File: src/rtl/eeprom_rw_pkg.sv
package eeprom_rw_pkg;
   localparam int BYTE_W = 8;
   localparam logic [3:0] DEV_TYPE = 4'b1010;

   typedef enum logic [3:0] {
      ST_IDLE, ST_CHECK, ST_START, ST_BLO, ST_BHI,
      ST_RSLO, ST_RSHI, ST_PLO, ST_PHI, ST_PREL, ST_DONE
   } state_t;

   typedef enum logic [2:0] {
      BY_DEVW, BY_ADDR, BY_DATA, BY_DEVR, BY_RX
   } byte_t;

   function automatic logic [BYTE_W-1:0] dev_byte(input logic [2:0] sel, input logic rd);
      return {DEV_TYPE, sel, rd};
   endfunction
endpackage

File: src/rtl/i2c_line_sync.sv
module i2c_line_sync #(
   parameter int STAGES = 2,
   parameter int W      = 2
) (
   input  logic         clk,
   input  logic         rst_n,
   input  logic [W-1:0] d,
   output logic [W-1:0] q
);
   generate
      if (STAGES == 0) begin : g_pass
         assign q = d;
      end else begin : g_chain
         logic [W-1:0] stg [STAGES];
         for (genvar i = 0; i < STAGES; i++) begin : g_stage
            always_ff @(posedge clk or negedge rst_n) begin
               if (!rst_n) stg[i] <= '1;
               else if (i == 0) stg[i] <= d;
               else stg[i] <= stg[(i == 0) ? 0 : i-1];
            end
         end
         assign q = stg[STAGES-1];
      end
   endgenerate
endmodule

File: src/rtl/i2c_phase_timer.sv
module i2c_phase_timer #(
   parameter int LOW_CYC  = 6,
   parameter int HIGH_CYC = 6
) (
   input  logic clk,
   input  logic rst_n,
   input  logic run,
   input  logic hi_sel,
   output logic mid,
   output logic last
);
   localparam int MAXC = (LOW_CYC > HIGH_CYC) ? LOW_CYC : HIGH_CYC;
   localparam int CW   = $clog2(MAXC);

   logic [CW-1:0] cnt, len_m1, half;

   assign len_m1 = hi_sel ? CW'(HIGH_CYC - 1) : CW'(LOW_CYC - 1);
   assign half   = hi_sel ? CW'(HIGH_CYC / 2) : CW'(LOW_CYC / 2);
   assign last   = run && (cnt == len_m1);
   assign mid    = run && (cnt == half);

   always_ff @(posedge clk or negedge rst_n) begin
      if (!rst_n)            cnt <= '0;
      else if (!run || last) cnt <= '0;
      else                   cnt <= cnt + 1'b1;
   end
endmodule

File: src/rtl/i2c_byte_shifter.sv
module i2c_byte_shifter #(
   parameter int W = 8
) (
   input  logic         clk,
   input  logic         rst_n,
   input  logic         load,
   input  logic [W-1:0] load_val,
   input  logic         shift,
   input  logic         ser_in,
   output logic [W-1:0] q
);
   always_ff @(posedge clk or negedge rst_n) begin
      if (!rst_n)     q <= '0;
      else if (load)  q <= load_val;
      else if (shift) q <= {q[W-2:0], ser_in};
   end
endmodule

File: src/rtl/eeprom_rw_master.sv
module eeprom_rw_master
   import eeprom_rw_pkg::*;
#(
   parameter int LOW_CYC     = 6,
   parameter int HIGH_CYC    = 6,
   parameter int SYNC_STAGES = 2
) (
   input  logic              clk,
   input  logic              rst_n,
   input  logic              start_i,
   input  logic              op_rd_i,
   input  logic [2:0]        dev_sel_i,
   input  logic [BYTE_W-1:0] addr_i,
   input  logic [BYTE_W-1:0] wdata_i,
   output logic [BYTE_W-1:0] rdata_o,
   output logic              done_o,
   output logic              err_o,
   output logic              scl_oe_o,
   output logic              sda_oe_o,
   input  logic              scl_i,
   input  logic              sda_i
);
   localparam int ACK_BIT = BYTE_W;

   generate
      if (LOW_CYC < 4) begin : g_bad_low
         $error("LOW_CYC must be at least 4");
      end
      if (HIGH_CYC < 4 || HIGH_CYC <= SYNC_STAGES + 1) begin : g_bad_high
         $error("HIGH_CYC must be at least 4 and exceed the synchronizer depth");
      end
   endgenerate

   state_t            state_q;
   byte_t             byte_q;
   logic [3:0]        bit_q;
   logic              rd_q, sda_oe_q, err_q;
   logic [2:0]        sel_q;
   logic [BYTE_W-1:0] addr_q, wdata_q, rdata_q, sh_q, sh_val;
   logic              scl_s, sda_s, ph_mid, ph_last, hi_phase, run, tx_byte;
   logic              sh_load, sh_shift;

   i2c_line_sync #(.STAGES(SYNC_STAGES), .W(2)) u_sync (
      .clk(clk), .rst_n(rst_n), .d({scl_i, sda_i}), .q({scl_s, sda_s})
   );

   assign run      = (state_q != ST_IDLE) && (state_q != ST_DONE);
   assign hi_phase = !(state_q inside {ST_BLO, ST_RSLO, ST_PLO});

   i2c_phase_timer #(.LOW_CYC(LOW_CYC), .HIGH_CYC(HIGH_CYC)) u_timer (
      .clk(clk), .rst_n(rst_n), .run(run), .hi_sel(hi_phase),
      .mid(ph_mid), .last(ph_last)
   );

   assign tx_byte  = (byte_q != BY_RX);
   assign sh_load  = ph_last && ((state_q == ST_START) ||
                                 (state_q == ST_BHI && bit_q == 4'(ACK_BIT)));
   assign sh_shift = ph_last && (state_q == ST_BHI) && (bit_q != 4'(ACK_BIT));

   always_comb begin
      if (state_q == ST_START)     sh_val = dev_byte(sel_q, byte_q == BY_DEVR);
      else if (byte_q == BY_DEVW)  sh_val = addr_q;
      else                         sh_val = wdata_q;
   end

   i2c_byte_shifter #(.W(BYTE_W)) u_shift (
      .clk(clk), .rst_n(rst_n), .load(sh_load), .load_val(sh_val),
      .shift(sh_shift), .ser_in(sda_s), .q(sh_q)
   );

   always_ff @(posedge clk or negedge rst_n) begin
      if (!rst_n) begin
         state_q  <= ST_IDLE;
         byte_q   <= BY_DEVW;
         bit_q    <= '0;
         rd_q     <= 1'b0;
         sel_q    <= '0;
         addr_q   <= '0;
         wdata_q  <= '0;
         rdata_q  <= '0;
         sda_oe_q <= 1'b0;
         err_q    <= 1'b0;
      end else begin
         unique case (state_q)
            ST_IDLE: if (start_i) begin
               rd_q     <= op_rd_i;
               sel_q    <= dev_sel_i;
               addr_q   <= addr_i;
               wdata_q  <= wdata_i;
               err_q    <= 1'b0;
               sda_oe_q <= 1'b0;
               state_q  <= ST_CHECK;
            end
            ST_CHECK: if (ph_last) begin
               if (scl_s && sda_s) begin
                  byte_q   <= BY_DEVW;
                  sda_oe_q <= 1'b1;
                  state_q  <= ST_START;
               end else begin
                  err_q   <= 1'b1;
                  state_q <= ST_DONE;
               end
            end
            ST_START: if (ph_last) begin
               bit_q   <= '0;
               state_q <= ST_BLO;
            end
            ST_BLO: begin
               if (ph_mid)
                  sda_oe_q <= (bit_q != 4'(ACK_BIT)) && tx_byte && !sh_q[BYTE_W-1];
               if (ph_last) state_q <= ST_BHI;
            end
            ST_BHI: if (ph_last) begin
               if (bit_q != 4'(ACK_BIT)) begin
                  bit_q   <= bit_q + 1'b1;
                  state_q <= ST_BLO;
               end else begin
                  bit_q <= '0;
                  if (!tx_byte) begin
                     rdata_q <= sh_q;
                     state_q <= ST_PLO;
                  end else if (sda_s) begin
                     err_q   <= 1'b1;
                     state_q <= ST_PLO;
                  end else begin
                     unique case (byte_q)
                        BY_DEVW: begin byte_q <= BY_ADDR; state_q <= ST_BLO; end
                        BY_ADDR: if (rd_q) begin
                                    byte_q  <= BY_DEVR;
                                    state_q <= ST_RSLO;
                                 end else begin
                                    byte_q  <= BY_DATA;
                                    state_q <= ST_BLO;
                                 end
                        BY_DEVR: begin byte_q <= BY_RX; state_q <= ST_BLO; end
                        default: state_q <= ST_PLO;
                     endcase
                  end
               end
            end
            ST_RSLO: begin
               if (ph_mid)  sda_oe_q <= 1'b0;
               if (ph_last) state_q  <= ST_RSHI;
            end
            ST_RSHI: if (ph_last) begin
               sda_oe_q <= 1'b1;
               state_q  <= ST_START;
            end
            ST_PLO: begin
               if (ph_mid)  sda_oe_q <= 1'b1;
               if (ph_last) state_q  <= ST_PHI;
            end
            ST_PHI: if (ph_last) begin
               sda_oe_q <= 1'b0;
               state_q  <= ST_PREL;
            end
            ST_PREL: if (ph_last) state_q <= ST_DONE;
            default: state_q <= ST_IDLE;
         endcase
      end
   end

   assign scl_oe_o = !hi_phase;
   assign sda_oe_o = sda_oe_q;
   assign done_o   = (state_q == ST_DONE);
   assign err_o    = err_q;
   assign rdata_o  = rdata_q;
endmodule

File: config.mk
export PLATFORM = sky130hd
export DESIGN_NAME = eeprom_rw_master
export DESIGN_NICKNAME = d
export VERILOG_FILES = /design/src/rtl/eeprom_rw_pkg.sv /design/src/rtl/i2c_line_sync.sv /design/src/rtl/i2c_phase_timer.sv /design/src/rtl/i2c_byte_shifter.sv /design/src/rtl/eeprom_rw_master.sv
export SDC_FILE = /design/constraint.sdc
export NUM_CORES = 1
export LEC_CHECK = 0
export BUFFER_PORTS_ARGS = -buffer_cell sky130_fd_sc_hd__buf_2
export CAP_MARGIN = 15
export CORE_MARGIN = 3
export CORE_UTILIZATION = 41
export DETAILED_ROUTE_END_ITERATION = 7
export PLACE_DENSITY = 0.69
export SETUP_SLACK_MARGIN = 0.2
export SLEW_MARGIN = 25
export SYNTH_ARGS = -nofsm -noshare
export SYNTH_HDL_FRONTEND = slang
export SYNTH_SLANG_ARGS = --single-unit
File: constraint.sdc
create_clock -name clk -period 2.08 [get_ports clk]
set_input_delay 0.312 -clock clk [delete_from_list [all_inputs] [get_ports clk]]
set_output_delay 0.312 -clock clk [all_outputs]
set_load 0.005 [all_outputs]
# == Word level (Yosys, flattened, before mapping) ==
# Index checks and enable logic that the tools add are counted.
# classes
n_addsub,2
eq_ne,38
mux,51
bitwise_logic,2
n_reduce_logical,31
# ops
operator,count
$mux W4,14
$pmux W4 S10,1
$ne A2 B2 Y1 const B,18
$mux W3,11
$mux W8,4
$eq A4 B3 Y1 const B,4
$eq A4 B4 Y1 const B,4
$reduce_and A8 Y1,2
$mux W1,15
$pmux W3 S2,2
$logic_and A1 B1 Y1,10
$reduce_and A10 Y1,1
$pmux W3 S3,1
$reduce_and A9 Y1,1
$eq A4 B2 Y1 const B,2
$ne A4 B4 Y1 const B,2
$pmux W4 S2,1
$pmux W1 S7,1
$reduce_bool A7 Y1,1
$eq A3 B2 Y1 const B,2
$reduce_bool A2 Y1,3
$reduce_bool A3 Y1,2
$add A4 B1 Y4 const B,1
$eq A4 B1 Y1 const B,1
other kinds (17),20
# totals
regBits,56
in_bits,25
output_inout_bits,12
wordCells,138

# == Depth between registers and ports, before layout ==
# depth
word_depth,8
ltp_mapped,8
depth_no_buf,7

# == By module ==
# A second synthesis with hierarchy kept.
# hier_totals
hier_cells,273
area_unflattened_um2,3012.9
# by_module_without_submodules
mod,n_inst,cells_per_inst,area_per_inst_um2,seq_area_each_um2
eeprom_rw_master,1,219,2349.8,1026.0
i2c_byte_shifter,1,34,372.9,200.2
i2c_phase_timer,1,14,170.2,75.1
i2c_line_sync,1,6,120.1,105.1

# == Worst setup path after synthesis ==
# OpenSTA, ideal clock, no wires.
# synth_path
kind,reg-to-reg
from,register state_q[0]
to,register rdata_q[0] (netlist: rdata_o[0])
setup_time_ns,0.125
t_arrival_ns,1.665
required_ns,1.955
setup_slack_ns,0.291
stages_incl_launch_ff,7
path_buffers,2
period_less_slack_ns,1.789
cell_sequence,dfrtp_1 -> buf_6 -> or4b_1 -> buf_6 -> nor2_4 -> nand4_4 -> mux2_2
# synth_via
elab_chain_cells,4
word_cells_on_any_way,6
classes_between,eq/ne (2); reduce/logical (4)
# synth_lines
element,line_no,text
from (decl),eeprom_rw_master.sv:34,state_t state_q;
from (signal assigned),eeprom_rw_master.sv:73,state_q <= ST_IDLE;
from (signal assigned),eeprom_rw_master.sv:92,state_q <= ST_CHECK;
from (signal assigned),eeprom_rw_master.sv:98,state_q <= ST_START;
$ne A4 B4 Y1 / $reduce_bool A4 Y1 (equally long branches),eeprom_rw_master.sv:47,assign run = (state_q != ST_IDLE) && (state_q != ST_DONE);
$logic_and A1 B1 Y1,eeprom_rw_master.sv:47,
$logic_and A1 B1 Y1,i2c_phase_timer.sv:19,assign last = run && (cnt == len_m1);
$reduce_and A4 Y1 (no line) *,--,
to (signal assigned),eeprom_rw_master.sv:120,rdata_q <= sh_q;
to (decl),eeprom_rw_master.sv:39,"logic [BYTE_W-1:0] addr_q, wdata_q, rdata_q, sh_q, sh_val;"
# Every way passes the cells marked *; elsewhere a longest branch is shown, timed or not.
# A chain may end at the register's enable or synchronous reset.

# == Final worst setup path ==
# layout_path
from,register state_q[2]
to,register addr_q[6]
# layout_via
elab_chain_cells,2
# layout_lines
element,line_no,text
$logic_not A4 Y1,eeprom_rw_master.sv:84,unique case (state_q)
$reduce_and A2 Y1 (no line),--,
to (signal assigned),eeprom_rw_master.sv:88,addr_q <= addr_i;
to (decl),eeprom_rw_master.sv:39,
# Every way passes these cells.

==> flow_summary_export.csv <==
group,metric,value,unit
pwr,switching_share,22.47,%
drt,drcViolationCount,0,
setup_path,cp-start-kind,"flop",
sta,timing.final.crit_share,87.46,%
logic_synthesis,synth-xor-area-share,1.224,%
floorplanning,dieWidth,89.54,µm
cts,clock_sinks,56,
sta,rsz0062_at_grt,"true",
logic_synthesis,synth_top_flop_cell,"dfrtp_1",
logic_synthesis,synth_compound_area_share,14.21,%
setup_path,critPathMaxFanout,21,
setup_path,critPathCaptureType,"flop",
drt,vias,2204,
sta,final-setup-viol-count,0,
floorplanning,coreArea,6568,µm²
logic_synthesis,synth_top_cell_area_share,45.47,%
floorplanning,start_util,43.57,%
pwr,peakVddDrop,324.6,µV
drt,wl_per_cell,14.60,µm
logic_synthesis,ys_ff_latch,56,
placed_design,dp_hpwl,4298,µm
sta,tightest_slew,499.0,ps
logic_synthesis,async_flop_share,100.0,%
drt,drtPass1Iterations,4,
logic_synthesis,synthTopCellsByArea,"dfrtp_1 45%, mux2_2 12%, nand2_1 3.8%, dfstp_2 3.7%, nor2_1 3.0%",
cts,clk_path_buf_depth,2,
logic_synthesis,synth_top_area_cell,"dfrtp_1",
drt,post_drt_via_cell_ratio,5.248,
logic_synthesis,synth_top_family_by_area,"simple AND/OR/NAND/NOR gates",
cts,clockRootBuffer,"clkbuf_8",
pwr,p_leak,1.579,nW
cts,cts_buffers,5,
setup_path,crit_type,"flop to flop",
sta,setup_tns,0,ps
cts,clk-insertion-delay-late,310,ps
cts,cts_tree,"done",
logic_synthesis,syn_nets,303,
final_layout,fillerInstances,560,
sta,fin_crit,1819,ps
global_route,grt_max_degree,57,
setup_path,required,2270,ps
pwr,p_comb_share,5.0,%
logic_synthesis,synthMuxAreaShare,13.34,%
sta,fmax,549.7,MHz
floorplanning,die_y,89.54,µm
global_route,grt_pass1_vias,2047,
logic_synthesis,syn_area,2861,µm²
job,cap_violations,0,
pwr,p_seq_share,62.6,%
logic_synthesis,synth.most_common_cell,"dfrtp_1",
cts,clkTransAtPathRegs,100,ps
final_layout,layout-drive-gt1-share,38.23,%
global_route,track_usage,16.40,%
final_layout,area_growth,21.21,%
drt,first_iter_violations,184,
hold_path,min_path_type,"input port to flop",
placed_design,gp_congestion,0.8322,
placed_design,placed_cells,403,
global_route,antenna_found_initial,0,
logic_synthesis,ys_seq_area_share,49.15,%
global_route,grt_pass1_wl,10130,µm
run_status,outcome,"completed",
setup_path,rrSetupSlack,260,ps
pwr,power_density,523.1,nW/µm²
pwr,p_clk_share,32.4,%
logic_synthesis,yosysWarnings,0,
global_route,overflow,0,
drt,antenna_left,0,
logic_synthesis,yosys.cell_types.count,54,
setup_path,arrival,2010,ps
final_layout,multi_input_area,1425,µm²
cts,htree_levels,2,
floorplanning,rows,29,
logic_synthesis,synth_edf_count,0,
final_layout,regArea,1409,µm²
pwr,p_int,1.406,mW
sta,clock_skew,5.554,ps
drt,wl,6134,µm
final_layout,antenna_cells,0,
logic_synthesis,synth_common_cells,"52 x dfrtp_1, 31 x mux2_2, 29 x nand2_1, 23 x nor2_1, 17 x o21ai_0",
logic_synthesis,avgSynthCellArea,10.48,µm²
final_layout,final_cells,420,
logic_synthesis,synthCells,273,
sta,drv_slew,0,
placed_design,io_buffers,36,
sta,max_slew_margin,65.87,%
final_layout,finalNetCount,356,
logic_synthesis,synthSimpleGateAreaFrac,16.05,%
logic_synthesis,synth_adder_area_share,2.186,%
sta,finalHoldViolations,0,
floorplanning,die_area,8017,µm²
pwr,switchingPower,0.4077,mW
floorplanning,ios,37,
worst paths after layout:
path	end	from	cells past startpoint
setup / recovery	addr_q[6]$_DFFE_PN0P_	state_q[2]$_DFFE_PN0P_	4
hold / removal	u_sync.g_chain.stg[3]$_DFF_PN1_	scl_i	1
setup reg to reg	addr_q[6]$_DFFE_PN0P_	state_q[2]$_DFFE_PN0P_	4
hold reg to reg	u_sync.q[0]$_DFF_PN1_	u_sync.g_chain.stg[2]$_DFF_PN1_	0
max in group asynchronous	u_sync.g_chain.stg[3]$_DFF_PN1_	rst_n	3
min in group asynchronous	rdata_o[3]$_DFFE_PN0P_	rst_n	3
timing repair:
item / 4_1_cts / 5_1_grt
hold buffers: 1 / 0
endpoints found under the setup margin: 21 / 24
setup buffers: 0 / 8
gates resized for setup: 5 / 20
endpoints found under the hold margin: 33 / 0
gates cloned: 0 / 0
pin swaps: 1 / 9
critical path, stage by stage (launching register included):
cell and delay, ps:
dfrtp_2 450, or3_1 400, or3_1 330, buf_6 180, mux2_1 330
cell usage in the layout (no fill, tap or decap), types with 2 or more instances in the layout:
cell       synthesis  routed
nand2b_1           5       5
a21oi_1           11      10
nand3_1            3       3
a2bb2oi_1          3       3
mux2_1             2       2
buf_4              0      23
a21boi_0           2       2
a211oi_1           3       3
nand2_1           29      28
buf_2              4      36
xor2_1             2       2
buf_6              2       2
and2_1             2       2
nand3b_1           2       2
nor2_4             1       2
o22ai_1            7       5
nor2b_1            2       2
xnor2_1            2       2
o21ai_0           17      14
dfrtp_2            0       2
dfrtp_1           52      50
ha_1               5       4
o22ai_2            0       2
clkbuf_8           0       5
inv_2              0       2
nor2_1            23      21
o21ai_1            1       4
nor3_1             8       8
a22oi_1            3       3
o32a_1             2       2
inv_1              7       5
or3_1              4       3
mux2_2            31      31
dfstp_2            4       4
state kept, by name, indices dropped and copies added, names as in the netlist, 2 cells and up:
signal / flops
addr_q: 8
rdata_o: 8
u_shift.q: 8
wdata_q: 8
bit_q: 4
state_q: 4
byte_q: 3
sel_q: 3
u_timer.cnt: 3
u_sync.g_chain.stg: 2
u_sync.q: 2
cell families (layout without fill, tap and decap cells):
logic type | Yosys count | after routing
AND/OR/NAND/NOR | 89 | 89
flip-flops | 56 | 56
adder cells (fa/ha/maj) | 5 | 5
AO/OA/AOI/OAI | 61 | 61
buffers and inverters | 24 | 78
XOR/XNOR | 4 | 4
multiplexers | 34 | 34
through the flow:
| stage | util (%) | hold slack, ps | worst slack [ps] | cell area [µm²] | total power [mW] |
|---|---|---|---|---|---|
| 2_1_floorplan | - | 16.41 | 290.8 | 2861 | 1.186 |
| 3_3_place_gp | 49.06 | 332.0 | 142.6 | 3222 | 1.243 |
| 6_report | 52.81 | 91.11 | 260.9 | 3468 | 1.814 |
| 5_1_grt | 52.81 | 72.61 | 155.3 | 3468 | 1.917 |
| 4_1_cts | 50.77 | 76.86 | 177.1 | 3334 | 1.844 |
| 3_5_place_dp | 49.06 | 337.8 | 138.7 | 3222 | 1.246 |
power by group through the flow:
| stage | Sequential (mW) | Combinational (mW) | Clock (mW) |
|---|---|---|---|
| finish | 1.14 | 0.0909 | 0.588 |
| detailed placement | 1.16 | 0.0894 | 0 |
| global route | 1.14 | 0.103 | 0.675 |
| global placement | 1.16 | 0.0880 | 0 |
| CTS | 1.14 | 0.0909 | 0.618 |
| floorplan | 1.15 | 0.0348 | 0 |
final cells by class:
cell class	instances	area share [%]
multi-input combinational	193	41.09
sequential	56	40.62
timing repair buffer	63	11.69
tap	93	3.355
clock buffer	6	2.092
inverter	7	0.7576
clock inverter	2	0.3968
layer usage:
| metal | global-route usage, % | vias to the layer above | wire (µm) |
|---|---|---|---|
| met5 | 0 | - | 0 |
| met4 | 5.142 | 0 | 68 |
| met3 | 2.949 | 7 | 234 |
| met2 | 24.34 | 55 | 2943 |
| met1 | 24.30 | 1057 | 2886 |
| li1 | - | 1085 | - |
(Power assumes the default switching activity.)
